$ cat src/rtl/asram_pkg.sv
`timescale 1ns/1ps
package asram_pkg;

   typedef enum logic [2:0] {
      ST_IDLE,
      ST_RD_ACC,
      ST_RD_ACK,
      ST_WR_TURN,
      ST_WR_PULSE,
      ST_WR_REC
   } asram_state_e;

   // whole clock cycles covering a nanosecond limit, never below one
   function automatic int ns_to_cyc(int ns, int per);
      int c;
      c = (ns + per - 1) / per;
      return (c < 1) ? 1 : c;
   endfunction

   function automatic int imax(int a, int b);
      return (a > b) ? a : b;
   endfunction

endpackage

$ cat src/rtl/asram_phase_timer.sv
`timescale 1ns/1ps
module asram_phase_timer #(
   parameter int CW = 4
) (
   input  logic          clk,
   input  logic          rst,
   input  logic          load,
   input  logic [CW-1:0] load_val,
   output logic          done
);
   logic [CW-1:0] cnt_q;

   always_ff @(posedge clk) begin
      if (rst)                 cnt_q <= '0;
      else if (load)           cnt_q <= load_val;
      else if (cnt_q != '0)    cnt_q <= cnt_q - 1'b1;
   end

   assign done = (cnt_q == '0);
endmodule

$ cat src/rtl/asram_fsm.sv
`timescale 1ns/1ps
module asram_fsm
   import asram_pkg::*;
#(
   parameter int RD_CYC = 9,
   parameter int HZ_CYC = 3,
   parameter int WP_CYC = 6,
   parameter int CW     = 4
) (
   input  logic          clk,
   input  logic          rst,
   input  logic          host_req,
   input  logic          host_wr,
   input  logic          tmr_done,
   output logic          tmr_load,
   output logic [CW-1:0] tmr_val,
   output logic          accept,
   output logic          capture,
   output logic          cs_n,
   output logic          we_n,
   output logic          oe_n,
   output logic          drv,
   output logic          ack
);
   asram_state_e state_q, state_d;

   always_comb begin
      state_d  = state_q;
      tmr_load = 1'b0;
      tmr_val  = '0;
      unique case (state_q)
         ST_IDLE: if (host_req) begin
            tmr_load = 1'b1;
            if (host_wr) begin
               state_d = ST_WR_TURN;
               tmr_val = CW'(HZ_CYC - 1);
            end else begin
               state_d = ST_RD_ACC;
               tmr_val = CW'(RD_CYC - 1);
            end
         end
         ST_RD_ACC:   if (tmr_done) state_d = ST_RD_ACK;
         ST_RD_ACK:   state_d = ST_IDLE;
         ST_WR_TURN:  if (tmr_done) begin
            state_d  = ST_WR_PULSE;
            tmr_load = 1'b1;
            tmr_val  = CW'(WP_CYC - 1);
         end
         ST_WR_PULSE: if (tmr_done) state_d = ST_WR_REC;
         ST_WR_REC:   state_d = ST_IDLE;
         default:     state_d = ST_IDLE;
      endcase
   end

   assign accept  = (state_q == ST_IDLE) && host_req;
   assign capture = (state_q == ST_RD_ACC) && tmr_done;

   // pins come straight from flops loaded with the decode of the next state
   always_ff @(posedge clk) begin
      if (rst) begin
         state_q <= ST_IDLE;
         cs_n    <= 1'b1;
         we_n    <= 1'b1;
         oe_n    <= 1'b1;
         drv     <= 1'b0;
         ack     <= 1'b0;
      end else begin
         state_q <= state_d;
         cs_n    <= !(state_d inside {ST_RD_ACC, ST_WR_TURN, ST_WR_PULSE, ST_WR_REC});
         we_n    <= (state_d != ST_WR_PULSE);
         oe_n    <= (state_d != ST_RD_ACC);
         drv     <= (state_d inside {ST_WR_PULSE, ST_WR_REC});
         ack     <= (state_d inside {ST_RD_ACK, ST_WR_REC});
      end
   end
endmodule

$ cat src/rtl/asram_datapath.sv
`timescale 1ns/1ps
module asram_datapath #(
   parameter int ADDR_W = 15,
   parameter int DATA_W = 8
) (
   input  logic              clk,
   input  logic              rst,
   input  logic              accept,
   input  logic              capture,
   input  logic [ADDR_W-1:0] host_addr,
   input  logic [DATA_W-1:0] host_wdata,
   input  logic [DATA_W-1:0] mem_dq_i,
   output logic [ADDR_W-1:0] mem_addr,
   output logic [DATA_W-1:0] mem_dq_o,
   output logic [DATA_W-1:0] host_rdata
);
   always_ff @(posedge clk) begin
      if (rst) begin
         mem_addr   <= '0;
         mem_dq_o   <= '0;
         host_rdata <= '0;
      end else begin
         if (accept) begin
            mem_addr <= host_addr;
            mem_dq_o <= host_wdata;
         end
         if (capture) host_rdata <= mem_dq_i;
      end
   end
endmodule

$ cat src/rtl/asram_seq.sv
`timescale 1ns/1ps
module asram_seq
   import asram_pkg::*;
#(
   parameter int ADDR_W  = 15,
   parameter int DATA_W  = 8,
   parameter int CLK_NS  = 10,
   parameter int T_RC_NS = 85,
   parameter int T_AA_NS = 85,
   parameter int T_OE_NS = 45,
   parameter int T_WC_NS = 85,
   parameter int T_WP_NS = 55,
   parameter int T_AW_NS = 75,
   parameter int T_DW_NS = 40,
   parameter int T_HZ_NS = 30
) (
   input  logic              clk,
   input  logic              rst,
   input  logic              host_req,
   input  logic              host_wr,
   input  logic [ADDR_W-1:0] host_addr,
   input  logic [DATA_W-1:0] host_wdata,
   output logic              host_ack,
   output logic [DATA_W-1:0] host_rdata,
   output logic [ADDR_W-1:0] mem_addr,
   output logic              mem_cs_n,
   output logic              mem_we_n,
   output logic              mem_oe_n,
   output logic [DATA_W-1:0] mem_dq_o,
   output logic              mem_dq_oe,
   input  logic [DATA_W-1:0] mem_dq_i
);
   localparam int RD_CYC  = ns_to_cyc(imax(imax(T_RC_NS, T_AA_NS), T_OE_NS), CLK_NS);
   localparam int HZ_CYC  = ns_to_cyc(T_HZ_NS, CLK_NS);
   localparam int WP_CYC  = imax(imax(ns_to_cyc(T_WP_NS, CLK_NS), ns_to_cyc(T_DW_NS, CLK_NS)),
                                 imax(ns_to_cyc(T_AW_NS, CLK_NS) - HZ_CYC,
                                      ns_to_cyc(T_WC_NS, CLK_NS) - HZ_CYC - 1));
   localparam int MAX_CYC = imax(imax(RD_CYC, HZ_CYC), WP_CYC);
   localparam int CW      = (MAX_CYC > 1) ? $clog2(MAX_CYC) : 1;

   if (CLK_NS < 1) begin : g_bad_clk
      $error("asram_seq: CLK_NS must be positive");
   end
   if (ADDR_W < 1 || DATA_W < 1) begin : g_bad_width
      $error("asram_seq: ADDR_W and DATA_W must be positive");
   end

   logic          tmr_load, tmr_done, accept, capture;
   logic [CW-1:0] tmr_val;

   asram_phase_timer #(.CW(CW)) u_timer (
      .clk      (clk),
      .rst      (rst),
      .load     (tmr_load),
      .load_val (tmr_val),
      .done     (tmr_done)
   );

   asram_fsm #(
      .RD_CYC (RD_CYC),
      .HZ_CYC (HZ_CYC),
      .WP_CYC (WP_CYC),
      .CW     (CW)
   ) u_fsm (
      .clk      (clk),
      .rst      (rst),
      .host_req (host_req),
      .host_wr  (host_wr),
      .tmr_done (tmr_done),
      .tmr_load (tmr_load),
      .tmr_val  (tmr_val),
      .accept   (accept),
      .capture  (capture),
      .cs_n     (mem_cs_n),
      .we_n     (mem_we_n),
      .oe_n     (mem_oe_n),
      .drv      (mem_dq_oe),
      .ack      (host_ack)
   );

   asram_datapath #(.ADDR_W(ADDR_W), .DATA_W(DATA_W)) u_dp (
      .clk        (clk),
      .rst        (rst),
      .accept     (accept),
      .capture    (capture),
      .host_addr  (host_addr),
      .host_wdata (host_wdata),
      .mem_dq_i   (mem_dq_i),
      .mem_addr   (mem_addr),
      .mem_dq_o   (mem_dq_o),
      .host_rdata (host_rdata)
   );
endmodule

$ cat config.mk
export PLATFORM = sky130hd
export DESIGN_NAME = asram_seq
export DESIGN_NICKNAME = d
export VERILOG_FILES = /design/src/rtl/asram_pkg.sv /design/src/rtl/asram_phase_timer.sv /design/src/rtl/asram_fsm.sv /design/src/rtl/asram_datapath.sv /design/src/rtl/asram_seq.sv
export SDC_FILE = /design/constraint.sdc
export NUM_CORES = 1
export LEC_CHECK = 0
export ABC_CLOCK_PERIOD_IN_PS = 5000
export BUFFER_PORTS_ARGS = -buffer_cell sky130_fd_sc_hd__buf_2
export CAP_MARGIN = 20
export CORE_MARGIN = 2
export CORE_UTILIZATION = 40
export DETAILED_ROUTE_END_ITERATION = 16
export PLACE_DENSITY = 0.73
export SLEW_MARGIN = 20
export SYNTH_ARGS = -nofsm -noshare
export SYNTH_HDL_FRONTEND = slang
export SYNTH_HIERARCHICAL = 1
export SYNTH_SLANG_ARGS = --single-unit
$ cat constraint.sdc
create_clock -name clk -period 5 [get_ports clk]
set_input_delay 0.25 -clock clk [delete_from_list [all_inputs] [get_ports clk]]
set_output_delay 0.25 -clock clk [all_outputs]
set_load 0.02 [all_outputs]
======== Yosys cells after proc, flatten, opt, wreduce, memory -nomap -nowiden ========
Cells that the tools add are included.
storage, ports and cells
  flip-flop bits (word level) ............. 43
  input bits .............................. 35
  logic and storage cells ................. 46
cells by class
  reductions and logical operators ........ 10
  equality and inequality tests ........... 10
  mux-type cells .......................... 15
  add/sub/neg operators ................... 1
operators by type and width
  cell                                                 number
  2-to-1 mux 4 bit                                     4
  2-to-1 mux 3 bit                                     5
  case mux 3 bit (4 select lines)                      1
  equality test 3 x 2 -> 1 bit, second input constant  3
  equality test 3 bit, second input constant           3
  case mux 4 bit (2 select lines)                      1
  nonzero test 4 bit                                   2
  equality test 3 x 1 -> 1 bit, second input constant  2
  nonzero test 2 bit                                   3
  logical NOT 4 bit                                    1
  subtractor 4 x 1 -> 4 bit, second input constant     1
  logical NOT 3 bit                                    1
  != test 3 x 1 -> 1 bit, second input constant        1
  != test 3 bit, second input constant                 1
  logical AND 1 bit                                    2
  2-to-1 mux 1 bit                                     2
  2-to-1 mux 2 bit                                     1
  case mux 1 bit (2 select lines)                      1
  logical NOT 1 bit                                    1

======== Logic depth before layout (Yosys ltp) ========
Gate-level depths: netlist (run 1).
  word-level depth ........................ 6
  gate-level depth with buffers ........... 8
  mapped depth without buffers ............ 7

======== Modules after synthesis ========
The synthesis (run 1) kept the hierarchy.
by module, submodules not included
  module             cells an instance  times used  area each (sq um)  sequential area each (sq um)
  asram_datapath     100                1           1,118.6            620.6
  asram_fsm          38                 1           351.6              160.2
  asram_phase_timer  24                 1           229.0              80.1

======== Least setup slack after synthesis (run 1) ========
OpenSTA, ideal clock, no wires.
  path kind ............................... flip-flop to flip-flop
  from .................................... reg u_timer.cnt_q[0]
  to ...................................... reg u_dp.host_rdata[0]
  arrival time ............................ 1.652 ns
  setup slack ............................. 3.231 ns
  path buffers ............................ 1
  setup time .............................. 0.117 ns
  period minus slack after synthesis ...... 1.769 ns
  cell stages (with the launch flop) ...... 9
  data required time ...................... 4.883 ns
  path through ............................ dfxtp_1 > inv_1 > ha_1 > nor3b_4 > nor2b_1 > and2_1 > buf_4 > mux2i_1 > nor2_1
on the way
  longest elaborated chain between the ends .. 2
RTL lines
  what                      line                     RTL
  start: declaration        asram_phase_timer.sv:11  logic [CW-1:0] cnt_q;
  start signal: assignment  asram_phase_timer.sv:15  else if (load) cnt_q <= load_val;
  start signal: assignment  asram_phase_timer.sv:16  else if (cnt_q != '0) cnt_q <= cnt_q - 1'b1;
  logical NOT 4 bit         asram_phase_timer.sv:19  assign done = (cnt_q == '0);
  named net tmr_done        asram_seq.sv:48          logic tmr_load, tmr_done, accept, capture;
  logical AND 1 bit         asram_fsm.sv:56          assign capture = (state_q == ST_RD_ACC) && tmr_done;
  named net capture         asram_seq.sv:48
  end signal: assignment    asram_datapath.sv:27     if (capture) host_rdata <= mem_dq_i;
  end: declaration          asram_datapath.sv:15     output logic [DATA_W-1:0] host_rdata
The timed path passes the listed nets, and every way through them passes these cells.
A chain may end at the register's enable or synchronous reset.

======== Worst setup path after layout (run 1) ========
Same ends and word-level chain as after synthesis.

==> results of run 1 <==
[synth_stat cells, types with 2 or more instances]
cell type / instances / area (um2)
buf_4: 2 / 15.0
o32ai_1: 2 / 17.5
xnor2_1: 2 / 17.5
nand2b_1: 2 / 12.5
buf_12: 2 / 40.0
dfxtp_1: 43 / 861
o21ai_0: 2 / 10.0
mux2i_1: 31 / 310
nor2_1: 35 / 131
inv_1: 3 / 11.3
and2_1: 2 / 12.5
o22ai_1: 2 / 12.5
clkbuf_1: 2 / 7.51
a21oi_1: 3 / 15.0
nor2b_1: 5 / 31.3
nand2_1: 4 / 15.0
nor3_1: 2 / 10.0
[power breakdown]
group	total (mW)	switching [mW]	internal [mW]
Sequential	0.435	0.0353	0.400
Combinational	0.363	0.199	0.165
Clock	0.214	0.106	0.108
[cells by family (layout without fill, tap and decap cells)]
| logic type | Yosys count | count (layout) | synth area share (%) |
|---|---|---|---|
| AND/OR/NAND/NOR | 59 | 59 | 17.6 |
| flip-flops | 43 | 43 | 50.7 |
| multiplexers | 32 | 32 | 18.9 |
| AO/OA/AOI/OAI | 12 | 12 | 4.93 |
| buffers and inverters | 12 | 81 | 5.60 |
| XOR/XNOR | 3 | 3 | 1.55 |
| adder cells (fa/ha/maj) | 1 | 1 | 0.736 |
[state kept, by name, summed over array words and instances, names as in the netlist]
signal	count
u_dp/mem_addr	15
u_dp/host_rdata	8
u_fsm/cs_n	1
u_fsm/oe_n	1
u_timer/cnt_q	4
u_fsm/drv	1
u_fsm/we_n	1
u_fsm/ack	1
u_dp/mem_dq_o	8
u_fsm/state_q	3
[how the worst min path moves through the flow]
stage                                                from  depth (start not counted)                              end  slack (ns)
after floorplan                                       rst                          1      u_fsm/state_q[1]$_SDFF_PP0_        0.32
after global placement     u_dp/mem_addr[12]$_SDFFE_PP0P_                          2   u_dp/mem_addr[12]$_SDFFE_PP0P_        0.47
after detailed placement  u_dp/host_rdata[6]$_SDFFE_PP0P_                          2  u_dp/host_rdata[6]$_SDFFE_PP0P_        0.48
after CTS                                     mem_dq_i[6]                          3  u_dp/host_rdata[6]$_SDFFE_PP0P_        0.19
after global routing                          mem_dq_i[5]                          3  u_dp/host_rdata[5]$_SDFFE_PP0P_        0.19
final                                       host_addr[11]                          3   u_dp/mem_addr[11]$_SDFFE_PP0P_        0.20
[routing by layer]
metal  vias to the layer above  share of wire, %
li1                        679                 -
met1                       585                45
met2                        41                47
met3                         7               6.1
met4                         0               1.5
met5                         -                 0
[final cells by class]
type | count | area (um2) | share of cell area [%]
clock buffer | 6 | 82.6 | 3.89
clock inverter | 1 | 5.00 | 0.236
inverter | 4 | 16.3 | 0.767
multi-input combinational | 107 | 743 | 35.0
sequential | 43 | 861 | 40.6
tap | 50 | 62.6 | 2.95
timing repair buffer | 70 | 350 | 16.5
[critical path: cells and delay by family (launching register included)]
kind                       cells  cell delay [ns]
DFF                            1             0.32
and+or+nand+nor                4             1.19
buffers and inverters          1             0.09
muxes                          1             0.25
adders and majority gates      1             0.19
==> run summary, run 1 <==
Netlist Area Pre-Place -> 1700 um2
Commonest non-fill, non-tap cell in the layout -> buf_2
Most frequent cells in the layout -> 70 x buf_2, 43 x dfxtp_1, 35 x nor2_1
Clk Latency, worst-skew pair -> 0.29 ns
Critical-path cell list -> inv_1 -> ha_1 -> nor3b_4 -> nor2b_1 -> and2_1 -> mux2i_1 -> nor2_1
Post-CTS Resized -> 0
Final core occ -> 52.3%
Max-Cap Viols -> 0
Drt total wl -> 3.19 mm
Final setup TNS -> 0 ns
VDD IR-drop max -> 0.257 mV
Crit. End Element -> flop
#FFs+latches synth -> 43
Count of final hold-check violations -> 0
ANT cells -> 0
P per Cell Area -> 478 nW/um2
Layout cells sized above 1 -> 37.7%
Rel. slew slack -> 51.2%
Post-route cell area -> 2120 um2
CP startpoint -> u_timer/cnt_q[0]$_SDFFE_PP0P_
M2 GR Usage -> 23.4%
Fin crit period -> 2.16 ns
CTS root buf -> clkbuf_8
Initial antenna violation count -> 0
Fin cells -> 281
Row count -> 23
I/O pin total -> 71
Setup Skew -> 0.00363 ns
Avg Synthesized Cell Area -> 10.5 um2
Htree depth -> 2
Fin crit share -> 43.2%
Arrival time worst endpoint -> 2.31 ns
CP max stage delay -> 0.46 ns
Synth Warn # -> 6
Tot Pwr -> 1.01 mW
Top FF cell, synth -> dfxtp_1
Post-Synthesis Cells -> 162
Die Ht -> 69.2 um
Worst-path fanout max -> 9
Startpoint Class -> flop
# setup viols final -> 0
Gpl congestion -> 0.809
Max clock buf depth -> 2
Setup Crit Path Kind -> reg2reg
TritonCTS clock tree -> done
RSZ-0062 raised after global routing -> false
Core footprint -> 4060 um2
DRC -> 0
I/O Buffers -> 70
DR vias/cell -> 4.67
R2R setup slack -> 2.84 ns
Max-slew violations -> 0
Post-synthesis cell type count -> 35
DP Area -> 2030 um2
DIE WIDTH -> 69.2 um
Final net count -> 267
Fmax -> 463 MHz
Reg2Reg Capture Point -> u_dp/host_rdata[0]$_SDFFE_PP0P_
PnR worst setup slack -> 2.84 ns
Area growth syn-to-layout -> 24.8%
Outcome -> complete, no violations
Num Clock Sinks -> 43
Slowest CP cell -> and2_1
Met3 usage -> 4.65%
Worst Setup EP -> u_dp/host_rdata[0]$_SDFFE_PP0P_
Post-synth EDFFs -> 0
Met1 Resource Use GR -> 17.2%
Syn Nets -> 198
Vias in the first global route -> 1,266
HP Class -> in2reg
Grt peak-use layer -> met2
Part of the Yosys area used for sequential elements -> 50.7%
Fillers -> 389
Critical Path RT -> 5.15 ns
Routed length per instance -> 11.3 um
Post-route ant nets -> 0
Router iterations before antenna repair -> 4
First-pass GRT wire length -> 5.59 mm
Total leakage power -> 1.02 nW
CTS hold repair buffers -> 0
WHS -> 0.198 ns
Post-CTS setup buffer count -> 0
Dpl hpwl -> 2.27 mm
Largest net degree at the start of global routing -> 45
Num CTS Buffers -> 5
Worst slew pin tran -> 0.732 ns
R2r startpoint -> u_timer/cnt_q[0]$_SDFFE_PP0P_
R2r worst-path depth -> 7
Async SR Flop Fraction -> 0%
Worst-path clk slew -> 0.07 ns
Place WS -> 2.85 ns
Initial DRC count -> 23
GRT Total Usage -> 14.1%
Full die area -> 4790 um2
Starting Density -> 41.9%
Placed cells -> 274
Via count -> 1,312
Total grt overflow -> 0
Note: power is estimated with default switching activity, not from simulation.
==> run 2, diff against run 1 <==
- ABC_CLOCK_PERIOD_IN_PS: 5000 -> 2060
- clock period: 5 -> 2.06 ns (I/O delays scaled with it)
==> run 2 against run 1 <==
Combinational power rose to 2.7 times the previous value. Critical path depth up 1. Die area unchanged. Via count rose by 0.38%. Sequential share of layout area is 1.7 points lower. Largest power group unchanged.
==> run summary, run 2 (synthesized netlist as in run 1, its figures left out) <==
Outcome -> complete, no violations
Most flops, register -> u_dp/mem_addr
PnR worst setup slack -> 0.274 ns
Clk Latency, worst-skew pair -> 0.29 ns
Arrival time worst endpoint -> 1.97 ns
HP Class -> in2reg
Crit path max-delay family -> simple AND/OR/NAND/NOR gates
Final net count -> 272
Num Clock Sinks -> 43
DP Area -> 2080 um2
Total leakage power -> 1.07 nW
Fin crit period -> 1.79 ns
Worst slew pin tran -> 0.402 ns
Fin crit share -> 86.7%
Initial DRC count -> 14
Buf+Inv Stages, Crit Path -> 2
VDD IR-drop max -> 0.679 mV
Routed length per instance -> 11.2 um
Slowest CP cell -> dfxtp_1
Setup Skew -> 0.00764 ns
CP max stage delay -> 0.32 ns
Fin cells -> 287
DR vias/cell -> 4.59
Largest registers -> u_dp/mem_addr (15), u_dp/host_rdata (8), u_dp/mem_dq_o (8)
Setup Crit Path Kind -> reg2reg
P per Cell Area -> 1250 nW/um2
Dpl hpwl -> 2.41 mm
Largest net degree at the start of global routing -> 25
Placed cells -> 279
Max-Cap Viols -> 0
Final core occ -> 54.6%
Worst-path clk slew -> 0.08 ns
Post-route ant nets -> 0
DRC -> 0
Commonest non-fill, non-tap cell in the layout -> buf_2
Full die area -> 4790 um2
Crit. End Element -> flop
I/O pin total -> 71
Post-CTS Resized -> 0
First-pass GRT wire length -> 5.36 mm
RSZ-0062 raised after global routing -> false
Core footprint -> 4060 um2
GRT Total Usage -> 13.5%
Initial antenna violation count -> 0
Number of flip-flops under the largest register name -> 15
Startpoint Class -> flop
Tot Pwr -> 2.77 mW
WHS -> 0.0463 ns
Rel. slew slack -> 73.2%
Starting Density -> 41.9%
Gpl congestion -> 0.778
Max clock buf depth -> 2
Total grt overflow -> 0
Final setup TNS -> 0 ns
Router iterations before antenna repair -> 4
Area growth syn-to-layout -> 30.4%
Max-slew violations -> 0
Via count -> 1,317
TritonCTS clock tree -> done
Die Ht -> 69.2 um
Critical Path RT -> 2.24 ns
Count of final hold-check violations -> 0
I/O Buffers -> 70
ANT cells -> 0
Fmax -> 560 MHz
Layout cells sized above 1 -> 38.8%
Drt total wl -> 3.22 mm
Worst-path fanout max -> 8
CTS root buf -> clkbuf_8
Htree depth -> 2
CTS hold repair buffers -> 0
Most frequent cells in the layout -> 70 x buf_2, 43 x dfxtp_1, 35 x nor2_1
Fillers -> 381
Vias in the first global route -> 1,269
# setup viols final -> 0
Num CTS Buffers -> 5
Row count -> 23
Post-route cell area -> 2220 um2
Place WS -> 0.255 ns
DIE WIDTH -> 69.2 um
Post-CTS setup buffer count -> 0
Critical-path cell list -> inv_1 -> ha_1 -> nor3b_4 -> nor2b_1 -> and2_1 -> buf_4 -> mux2i_1 -> nor2_1
[run 2: power breakdown]
| part | internal [mW] | switching, mW | total [mW] |
|---|---|---|---|
| Sequential | 0.971 | 0.0849 | 1.06 |
| Clock | 0.484 | 0.266 | 0.750 |
| Combinational | 0.462 | 0.502 | 0.964 |
| Total | 1.92 | 0.852 | 2.77 |
[run 2: path summary, 6_finish.rpt]
check	slack (ns)	to	start	cells past startpoint
max reg2reg	0.27	u_dp/host_rdata[0]$_SDFFE_PP0P_	u_timer/cnt_q[0]$_SDFFE_PP0P_	8
min reg2reg	0.49	u_dp/mem_addr[12]$_SDFFE_PP0P_	u_dp/mem_addr[12]$_SDFFE_PP0P_	2
min	0.05	u_dp/mem_addr[14]$_SDFFE_PP0P_	host_addr[14]	3
max	0.27	u_dp/host_rdata[0]$_SDFFE_PP0P_	u_timer/cnt_q[0]$_SDFFE_PP0P_	8
[run 2: cell type report]
cell class | count | area [um2] | area share, %
repair buffers | 75 | 400 | 18.1
well taps | 50 | 62.6 | 2.82
flip-flops and latches | 43 | 861 | 38.8
multi-input cells | 107 | 743 | 33.5
inverters | 4 | 16.3 | 0.734
clock inverters | 2 | 60.1 | 2.71
clock buffers | 6 | 72.6 | 3.27
[run 2: worst min-delay path, stage by stage]
cell     delay [ns]
buf_2          0.07
mux2i_1        0.05
nor2_1         0.07
[run 2: routing by layer]
metal,part of all wire (%),global-route usage (%)
met1,44,15.0
met4,0.84,3.27
met3,5.7,5.09
met2,50,24.4
met5,0,0
==> run 3, diff against run 2 <==
- PLACE_DENSITY: 0.73 -> 0.69
==> run 3 against run 2 <==
Sequential cell count stayed put. Clock-buffer cell count stayed put. Largest power group unchanged. Highest routed layer unchanged. Non-clock buffer count is 1 higher. Critical endpoint unchanged. Sequential share of layout area is 0.71 points higher. Critical path depth stayed put. Via count is 3.1% higher.
==> run summary, run 3 (synthesized netlist as in run 1, its figures left out) <==
Worst hold stages -> 3
Endpoint, Worst Hold -> u_dp/mem_addr[5]$_SDFFE_PP0P_
First-pass GRT wire length -> 5.98 mm
Setup Skew -> 0.00653 ns
Final net count -> 273
Rel. slew slack -> 80.5%
CTS root buf -> clkbuf_8
Startpoint Class -> flop
Post-route ant nets -> 0
I/O pin total -> 71
Post-CTS Resized -> 0
Max-Cap Viols -> 0
Max-slew violations -> 0
Setup Crit Path Kind -> reg2reg
Gpl congestion -> 0.820
DR vias/cell -> 4.72
R2R setup slack -> 0.27 ns
TritonCTS clock tree -> done
RSZ-0062 raised after global routing -> false
DRC -> 0
# setup viols final -> 0
Num CTS Buffers -> 5
Routed length per instance -> 12.2 um
Fmax -> 559 MHz
Area growth syn-to-layout -> 28.1%
Crit. End Element -> flop
Final setup TNS -> 0 ns
Most flops, register -> u_dp/mem_addr
VDD IR-drop max -> 0.478 mV
PnR worst setup slack -> 0.270 ns
Clk Latency, worst-skew pair -> 0.29 ns
Total grt overflow -> 0
Reg2Reg Capture Point -> u_dp/host_rdata[0]$_SDFFE_PP0P_
Worst-path clk slew -> 0.08 ns
Num Clock Sinks -> 43
Drt total wl -> 3.50 mm
Largest registers -> u_dp/mem_addr (15), u_dp/host_rdata (8), u_dp/mem_dq_o (8)
Via count -> 1,358
HP Class -> in2reg
Htree depth -> 2
Fin crit period -> 1.79 ns
Tot Pwr -> 2.55 mW
Vias in the first global route -> 1,405
Place WS -> 0.287 ns
Full die area -> 4790 um2
Router iterations before antenna repair -> 5
Placed cells -> 280
Critical Path RT -> 2.23 ns
Post-CTS setup buffer count -> 0
Arrival time worst endpoint -> 1.96 ns
Core footprint -> 4060 um2
Number of flip-flops under the largest register name -> 15
Largest net degree at the start of global routing -> 30
Die Ht -> 69.2 um
Most frequent cells in the layout -> 70 x buf_2, 43 x dfxtp_1, 35 x nor2_1
R2r worst-path depth -> 8
DIE WIDTH -> 69.2 um
Row count -> 23
Outcome -> complete, no violations
Max clock buf depth -> 2
R2r startpoint -> u_timer/cnt_q[0]$_SDFFE_PP0P_
GRT Total Usage -> 15.1%
Total leakage power -> 1.05 nW
Initial antenna violation count -> 0
CTS hold repair buffers -> 0
Initial DRC count -> 77
Dpl hpwl -> 2.59 mm
Starting Density -> 41.9%
ANT cells -> 0
Count of final hold-check violations -> 0
P per Cell Area -> 1170 nW/um2
Worst slew pin tran -> 0.292 ns
Layout cells sized above 1 -> 39.1%
Commonest non-fill, non-tap cell in the layout -> buf_2
I/O Buffers -> 70
Worst-path fanout max -> 8
Fin crit share -> 86.9%
Fin cells -> 288
Hold path start -> host_addr[5]
[run 3: how the worst max path moves through the flow]
stage / start / end / cells after the start
final: u_timer/cnt_q[0]$_SDFFE_PP0P_ / u_dp/host_rdata[0]$_SDFFE_PP0P_ / 8
after global routing: u_timer/cnt_q[0]$_SDFFE_PP0P_ / u_dp/host_rdata[0]$_SDFFE_PP0P_ / 8
after CTS: u_timer/cnt_q[0]$_SDFFE_PP0P_ / u_dp/host_rdata[0]$_SDFFE_PP0P_ / 8
after detailed placement: u_timer/cnt_q[0]$_SDFFE_PP0P_ / u_dp/host_rdata[0]$_SDFFE_PP0P_ / 8
after global placement: u_timer/cnt_q[0]$_SDFFE_PP0P_ / u_dp/host_rdata[5]$_SDFFE_PP0P_ / 8
after floorplan: u_timer/cnt_q[0]$_SDFFE_PP0P_ / u_dp/host_rdata[0]$_SDFFE_PP0P_ / 8
[run 3: layer usage]
metal | global-route usage [%] | part of all wire, % | vias to the layer above
met4 | 7.19 | 0.86 | 0
met5 | 0 | 0 | -
met2 | 26.5 | 51 | 39
met3 | 3.78 | 5.3 | 4
met1 | 17.0 | 43 | 622
li1 | - | - | 693
[run 3: report_power, final]
| group | total (mW) | internal, mW | switching [mW] |
|---|---|---|---|
| combinational | 0.978 | 0.471 | 0.507 |
| sequential | 1.06 | 0.971 | 0.0907 |
| clock | 0.505 | 0.237 | 0.269 |
| total | 2.55 | 1.68 | 0.867 |
[run 3: per-stage QoR]
stage | hold WS (ns) | utilization, % | instance area (um2)
floorplan | 0.170 | - | 1700
global placement | 0.336 | 51.5 | 2090
detailed placement | 0.344 | 51.5 | 2090
CTS | 0.0394 | 53.6 | 2180
global route | 0.0423 | 53.6 | 2180
finish | 0.0453 | 53.6 | 2180
[run 3: cell type report]
class / count / area, um2
fill: 377 / 1880
sequential: 43 / 861
multi-input combinational: 107 / 743
timing repair buffer: 76 / 408
clock buffer: 6 / 72.6
tap: 50 / 62.6
inverter: 4 / 16.3
clock inverter: 2 / 12.5
[run 3: worst max-delay path: stages (launching register included)]
cell	delay [ns]
dfxtp_1	0.32
inv_1	0.10
ha_1	0.19
nor3b_4	0.29
nor2b_1	0.20
and2_1	0.19
buf_12	0.14
mux2i_1	0.19
nor2_1	0.06
